## config.mk

```make
export PLATFORM = sky130hd
export DESIGN_NAME = bank_seq
export DESIGN_NICKNAME = d
export VERILOG_FILES = /design/src/rtl/bank_seq_pkg.sv /design/src/rtl/bank_seq_timer.sv /design/src/rtl/bank_seq_refresh.sv /design/src/rtl/bank_seq.sv
export SDC_FILE = /design/constraint.sdc
export NUM_CORES = 1
export LEC_CHECK = 0
export BUFFER_PORTS_ARGS = -buffer_cell sky130_fd_sc_hd__buf_2
export CAP_MARGIN = 25
export CELL_PAD_IN_SITES_DETAIL_PLACEMENT = 0
export CELL_PAD_IN_SITES_GLOBAL_PLACEMENT = 2
export CORE_MARGIN = 5
export CORE_UTILIZATION = 34
export DETAILED_ROUTE_END_ITERATION = 16
export GPL_TIMING_DRIVEN = 1
export PLACE_DENSITY_LB_ADDON = 0.08
export SYNTH_ARGS = -nofsm -noshare
export SYNTH_HDL_FRONTEND = slang
export SYNTH_HIERARCHICAL = 1
export SYNTH_SLANG_ARGS = --single-unit
```

## constraint.sdc

```tcl
create_clock -name clk -period 3.5 [get_ports clk]
set_clock_uncertainty 0.15 [all_clocks]
set_input_delay 0.7 -clock clk [delete_from_list [all_inputs] [get_ports clk]]
set_output_delay 0.7 -clock clk [all_outputs]
set_load 0.02 [all_outputs]
```

## src/rtl/bank_seq_pkg.sv

```systemverilog
package bank_seq_pkg;

    typedef enum logic [2:0] {
        CMD_NOP = 3'd0,
        CMD_ACT = 3'd1,
        CMD_RD  = 3'd2,
        CMD_WR  = 3'd3,
        CMD_PRE = 3'd4,
        CMD_REF = 3'd5,
        CMD_SRE = 3'd6,
        CMD_SRX = 3'd7
    } bank_cmd_e;

    function automatic int int_max(input int a, input int b);
        return (a > b) ? a : b;
    endfunction

endpackage

```

## src/rtl/bank_seq_timer.sv

```systemverilog
module bank_seq_timer #(
    parameter int W = 4
) (
    input  logic         clk,
    input  logic         rst,
    input  logic         load,
    input  logic [W-1:0] load_val,
    output logic         done
);
    logic [W-1:0] cnt;

    always_ff @(posedge clk) begin
        if (rst)
            cnt <= '0;
        else if (load)
            cnt <= load_val;
        else if (cnt != '0)
            cnt <= cnt - 1'b1;
    end

    assign done = (cnt == '0);
endmodule

```

## src/rtl/bank_seq_refresh.sv

```systemverilog
module bank_seq_refresh #(
    parameter int T_REFI   = 1560,
    parameter int NUM_ROWS = 8192,
    parameter int ROW_W    = 14
) (
    input  logic             clk,
    input  logic             rst,
    input  logic             hold,
    input  logic             ack,
    output logic             due,
    output logic [ROW_W-1:0] row
);
    localparam int TW = $clog2(T_REFI);
    localparam logic [TW-1:0]    LAST_TICK = TW'(T_REFI - 1);
    localparam logic [ROW_W-1:0] LAST_ROW  = ROW_W'(NUM_ROWS - 1);

    logic [TW-1:0] tick;

    always_ff @(posedge clk) begin
        if (rst || hold) begin
            tick <= '0;
            due  <= 1'b0;
        end else begin
            if (tick == LAST_TICK) begin
                tick <= '0;
                due  <= 1'b1;
            end else begin
                tick <= tick + 1'b1;
                if (ack) due <= 1'b0;
            end
        end
    end

    always_ff @(posedge clk) begin
        if (rst)
            row <= '0;
        else if (ack)
            row <= (row == LAST_ROW) ? '0 : row + 1'b1;
    end

    // a refresh is only acknowledged when one is due
    a_r8_ack_when_due: assert property (@(posedge clk) disable iff (rst) ack |-> due);
endmodule

```

## src/rtl/bank_seq.sv

```systemverilog
module bank_seq
    import bank_seq_pkg::*;
#(
    parameter int ROW_W    = 14,
    parameter int COL_W    = 10,
    parameter int NUM_ROWS = 8192,
    parameter int T_RCD    = 4,
    parameter int T_RP     = 4,
    parameter int T_RC     = 12,
    parameter int T_WTR    = 6,
    parameter int T_REFI   = 1560,
    parameter int T_XSR    = 32
) (
    input  logic             clk,
    input  logic             rst,
    input  logic             close_page,
    input  logic             req_valid,
    input  logic             req_write,
    input  logic [ROW_W-1:0] req_row,
    input  logic [COL_W-1:0] req_col,
    output logic             req_ready,
    input  logic             sr_req,
    output logic [2:0]       cmd_code,
    output logic [ROW_W-1:0] cmd_row,
    output logic [COL_W-1:0] cmd_col,
    output logic             row_open,
    output logic [ROW_W-1:0] open_row,
    output logic             sr_active
);
    localparam int GAP_W = $clog2(int_max(int_max(T_RCD, T_RP), T_XSR) + 1);
    localparam int RC_W  = $clog2(T_RC + 1);
    localparam int WTR_W = $clog2(T_WTR + 1);

    typedef struct packed {
        logic             wr;
        logic [ROW_W-1:0] row;
        logic [COL_W-1:0] col;
    } bank_req_t;

    bank_req_t        pend;
    logic             pend_v, post_pre, in_sr;
    logic             open_q;
    logic [ROW_W-1:0] open_row_q;
    bank_cmd_e        nxt, cmd_q;
    logic [ROW_W-1:0] nxt_row, cmd_row_q;
    logic [COL_W-1:0] nxt_col, cmd_col_q;
    logic             gap_done, trc_done, wtr_done;
    logic             gap_load;
    logic [GAP_W-1:0] gap_val;
    logic             ref_due;
    logic [ROW_W-1:0] ref_row;
    logic             hit;

    assign hit = open_q && (open_row_q == pend.row);

    // command choice for this cycle
    always_comb begin
        nxt = CMD_NOP;
        if (in_sr) begin
            if (!sr_req) nxt = CMD_SRX;
        end else if (gap_done) begin
            if (post_pre)
                nxt = CMD_PRE;
            else if (ref_due) begin
                if (open_q)        nxt = CMD_PRE;
                else if (trc_done) nxt = CMD_REF;
            end else if (pend_v) begin
                if (hit) begin
                    if (pend.wr)       nxt = CMD_WR;
                    else if (wtr_done) nxt = CMD_RD;
                end else if (open_q)   nxt = CMD_PRE;
                else if (trc_done)     nxt = CMD_ACT;
            end else if (sr_req) begin
                nxt = open_q ? CMD_PRE : CMD_SRE;
            end
        end
    end

    always_comb begin
        nxt_row = '0;
        nxt_col = '0;
        unique case (nxt)
            CMD_ACT:        nxt_row = pend.row;
            CMD_PRE:        nxt_row = open_row_q;
            CMD_REF:        nxt_row = ref_row;
            CMD_RD, CMD_WR: begin
                nxt_row = open_row_q;
                nxt_col = pend.col;
            end
            default: ;
        endcase
    end

    always_comb begin
        gap_load = 1'b1;
        unique case (nxt)
            CMD_ACT: gap_val = GAP_W'(T_RCD - 1);
            CMD_PRE: gap_val = GAP_W'(T_RP - 1);
            CMD_SRX: gap_val = GAP_W'(T_XSR - 1);
            default: begin
                gap_val  = '0;
                gap_load = 1'b0;
            end
        endcase
    end

    bank_seq_timer #(.W(GAP_W)) u_gap (
        .clk(clk), .rst(rst), .load(gap_load), .load_val(gap_val), .done(gap_done)
    );

    bank_seq_timer #(.W(RC_W)) u_trc (
        .clk(clk), .rst(rst), .load(nxt == CMD_ACT || nxt == CMD_REF),
        .load_val(RC_W'(T_RC - 1)), .done(trc_done)
    );

    bank_seq_timer #(.W(WTR_W)) u_wtr (
        .clk(clk), .rst(rst), .load(nxt == CMD_WR),
        .load_val(WTR_W'(T_WTR - 1)), .done(wtr_done)
    );

    bank_seq_refresh #(.T_REFI(T_REFI), .NUM_ROWS(NUM_ROWS), .ROW_W(ROW_W)) u_ref (
        .clk(clk), .rst(rst), .hold(in_sr), .ack(nxt == CMD_REF),
        .due(ref_due), .row(ref_row)
    );

    assign req_ready = !pend_v && !in_sr && !sr_req;

    always_ff @(posedge clk) begin
        if (rst) begin
            pend_v     <= 1'b0;
            pend       <= '0;
            post_pre   <= 1'b0;
            in_sr      <= 1'b0;
            open_q     <= 1'b0;
            open_row_q <= '0;
            cmd_q      <= CMD_NOP;
            cmd_row_q  <= '0;
            cmd_col_q  <= '0;
        end else begin
            cmd_q     <= nxt;
            cmd_row_q <= nxt_row;
            cmd_col_q <= nxt_col;
            if (req_valid && req_ready) begin
                pend_v <= 1'b1;
                pend   <= '{wr: req_write, row: req_row, col: req_col};
            end else if (nxt == CMD_RD || nxt == CMD_WR) begin
                pend_v <= 1'b0;
            end
            if ((nxt == CMD_RD || nxt == CMD_WR) && close_page) post_pre <= 1'b1;
            else if (nxt == CMD_PRE)                             post_pre <= 1'b0;
            if (nxt == CMD_SRE)      in_sr <= 1'b1;
            else if (nxt == CMD_SRX) in_sr <= 1'b0;
            if (nxt == CMD_ACT) begin
                open_q     <= 1'b1;
                open_row_q <= pend.row;
            end else if (nxt == CMD_PRE || nxt == CMD_REF || nxt == CMD_SRE) begin
                open_q <= 1'b0;
            end
        end
    end

    assign cmd_code  = cmd_q;
    assign cmd_row   = cmd_row_q;
    assign cmd_col   = cmd_col_q;
    assign row_open  = open_q;
    assign open_row  = open_row_q;
    assign sr_active = in_sr;

    // ---------------- assertions ----------------
    logic [RC_W-1:0]  act_age;
    logic [WTR_W-1:0] wr_age;
    logic             act_seen, wr_seen;

    always_ff @(posedge clk) begin
        if (rst) begin
            act_age <= '0; act_seen <= 1'b0;
            wr_age  <= '0; wr_seen  <= 1'b0;
        end else begin
            if (cmd_code == CMD_ACT || cmd_code == CMD_REF) begin
                act_age  <= RC_W'(1);
                act_seen <= 1'b1;
            end else if (act_age < RC_W'(T_RC)) act_age <= act_age + 1'b1;
            if (cmd_code == CMD_WR) begin
                wr_age  <= WTR_W'(1);
                wr_seen <= 1'b1;
            end else if (wr_age < WTR_W'(T_WTR)) wr_age <= wr_age + 1'b1;
        end
    end

    a_r6_row_cycle: assert property (@(posedge clk) disable iff (rst)
        ((cmd_code == CMD_ACT || cmd_code == CMD_REF) && act_seen) |-> act_age >= RC_W'(T_RC));
    a_r7_wr_to_rd: assert property (@(posedge clk) disable iff (rst)
        (cmd_code == CMD_RD && wr_seen) |-> wr_age >= WTR_W'(T_WTR));
    a_r4_auto_close: assert property (@(posedge clk) disable iff (rst)
        (close_page && (cmd_code == CMD_RD || cmd_code == CMD_WR)) |=> cmd_code == CMD_PRE);
    a_r10_open_on_act: assert property (@(posedge clk) disable iff (rst)
        cmd_code == CMD_ACT |-> (row_open && open_row == cmd_row));
    a_r10_closed: assert property (@(posedge clk) disable iff (rst)
        (cmd_code == CMD_PRE || cmd_code == CMD_REF || cmd_code == CMD_SRE) |-> !row_open);
    a_r9_quiet_in_sr: assert property (@(posedge clk) disable iff (rst)
        sr_active |-> (cmd_code == CMD_NOP || cmd_code == CMD_SRE));
    a_r11_no_ready_in_sr: assert property (@(posedge clk) disable iff (rst)
        req_ready |-> !sr_active);
endmodule

```

==> impl_metrics.ini <==
[detailed_routing]
ant_nets = 0
post_drt_via_cell_ratio = 4.989
drtPass1Iterations = 4
drc_errors = 0
wl_per_cell_um = 16.28
num_vias = 4026
drt_wl_total_mm = 13.14
drt_iter0_markers = 215

[power_and_ir_drop]
p_per_area_nw_per_um2 = 590.8
leakage_nw = 2.227
total_power_mw = 3.388
peakVddDrop_v = 0.0005027

[global_route]
grt_pass1_wl_mm = 21.12
grt_pass1_vias = 4001
grt_max_degree = 33
antenna_found_initial = 0
grt.total_usage_pct = 16.12
grt.overflow.total = 0

[sta]
worstMarginPinSlew_ns = 0.9869
max_freq_mhz = 310.6
finalHoldViolations = 0
relSlewSlack_pct = 34.00
fin_crit_sh_pct = 91.99
final_max_slew_viol_count = 0
finalSetupTns_ns = 0
rsz0062_at_grt = false
setup_violations = 0
period_needed_ns = 3.220
holdWs_ns = 0.3001

[setup_path]
arrival_ns = 3.34
cp-start-kind = register
path_max_fanout = 13
critPathCaptureType = register
required_ns = 3.62
crit_path_max_incr_delay_ns = 0.42
crit_chain = or3_4 -> nor2_4 -> and4bb_2 -> and2_4 -> o21ai_0 -> or3_4 -> and4b_1 -> or3_1 -> buf_4 -> nor3b_1 -> nand3_1 -> o221ai_1
crit_path_top_delay_cell = or3_4
cp_common_cell = or3_4
crit_type = reg -> reg

[synth]
syn_avg_cell_area_sq_um = 8.997
yosys-top-cells-count = dfxtp_1, nand2_1, a21oi_1
ys.flop_type = dfxtp_1
synth_cell_types = 69
synth_edf_count = 0
synth_area_sq_um = 4850
synth.area.top_cells = dfxtp_1, nand2_1, xnor2_1
yosysTopAreaCell = dfxtp_1
async_reset_ff_share_pct = 0
synthCells = 539
synth-seq-area-share_pct = 44.99
synth.most_common_cell = dfxtp_1
ys.warnings.count = 6
synth_seq_cells = 109
synth_top_area_share_pct = 44.99

[cts]
clk_pin_slew_ns = 0.07
htree_levels = 3
hold_buffers = 0
clock-sinks = 109
cts_made_buffers = 9
post_cts_buffers = 0
clock_latency_ns = 0.35
ctsResizeCount = 0
cts_buffer_depth = 2
clockRootBuffer = clkbuf_16
cts_tree = yes

[placement]
dpl_cell_area_sq_um = 5428
port_buffers = 73
finalWeightedCongestion = 0.7468
place_hpwl_mm = 9.505

[floorplan]
die_y_um = 129.4
start_util_pct = 34.80
core_sq_um = 13930
dieArea_sq_um = 16750
rows = 43
die_x_um = 129.4
ios = 74

[layout]
utilization_pct = 41.16
fin_area_sq_um = 5736
fillers = 1420
syn_to_final_growth_pct = 18.27
num_antenna_cells = 0
final_layout_size_suffix_gt1_share_pct = 20.89
layout.nets = 659

[hold_path]
hold_class = reg -> reg

[flow_run]
maxCapViolCount = 0

[status]
status = completed
[worst max-delay path: cells and delay by family (launching register included)]
family	cells	cell delay, ns
buf+inv	1	0.20
compound gates	2	0.19
flops	1	0.36
simple gates	9	2.25
[worst paths after layout]
| kind | startpoint | end | slack [ns] | cells after the start |
|---|---|---|---|---|
| setup reg to reg | u_gap/cnt[2] | u_gap/cnt[1] | 0.28 | 12 |
| hold / removal | pend[4] | pend[4] | 0.30 | 2 |
| hold reg to reg | pend[4] | pend[4] | 0.30 | 2 |
| setup / recovery | u_gap/cnt[2] | u_gap/cnt[1] | 0.28 | 12 |
[stage by stage]
| stage | setup WS [ns] | cells |
|---|---|---|
| after detailed placement | 0.2968 | 791 |
| after global routing | 0.04476 | 807 |
| after global placement | 0.3462 | 791 |
| final | 0.2804 | 807 |
| after CTS | 0.2746 | 807 |
| after floorplan | 0.4217 | 545 |
[state kept, by name, indices dropped and copies added (netlist names), 4 cells and up]
name,flops
u_trc/cnt,4
u_gap/cnt,6
cmd_row,14
pend,25
u_ref/tick,11
open_row,14
cmd_col,10
u_ref/row,14
[layout by cell type, fill, tap and decap left out, drive strengths merged, types with 3 or more instances in the layout]
master / count
dfxtp: 109
buf: 87
nand2: 85
a21oi: 39
nor2: 36
inv: 29
xnor2: 27
nand3: 21
o221ai: 13
and2: 12
o31ai: 12
nand4: 12
nor3: 12
xor2: 11
clkbuf: 10
nor2b: 9
or3: 9
conb: 8
o21ai: 8
nand2b: 7
o22ai: 7
ha: 7
nor3b: 5
nor4: 4
or2: 3
mux2i: 3
nor4b: 3
[cell type report]
type	instances	area [sq um]	area share, %
sequential	109	2182	38.05
multi-input combinational	388	2449	42.69
inverter	27	101.3	1.767
timing repair buffer	87	470.5	8.202
clock buffer	10	239.0	4.167
clock inverter	6	68.82	1.200
tap	180	225.2	3.927
[power by group]
group / switching (mW) / total, mW / leakage [nW] / internal, mW
Clock: 0.472 / 1.05 / 0.149 / 0.580
Combinational: 0.506 / 0.901 / 1.19 / 0.395
Sequential: 0.0956 / 1.44 / 0.884 / 1.34
Total: 1.07 / 3.39 / 2.23 / 2.32
[cells by family (layout without fill, tap and decap cells)]
kind of cell               Yosys count  after routing  share of synthesized area [%]
AOI/OAI and AO/OA                   95             95                          14.14
DFF                                109            109                          44.99
and+or+nand+nor                    236            236                          26.21
adders and majority gates            7              7                          1.806
xor gates and xnor gates            38             38                          6.863
buffers and inverters               48            130                          4.979
other                                2              8                         0.1549
muxes                                4              4                         0.8514
[metal layers]
| metal | vias to the layer above | track usage [%] | wire [um] |
|---|---|---|---|
| met5 | - | 0 | 0 |
| met4 | 0 | 3.667 | 160 |
| met3 | 10 | 4.740 | 729 |
| met2 | 98 | 26.10 | 5920 |
| met1 | 1889 | 21.40 | 6330 |
| li1 | 2029 | - | - |
(Power assumes the default switching activity.)
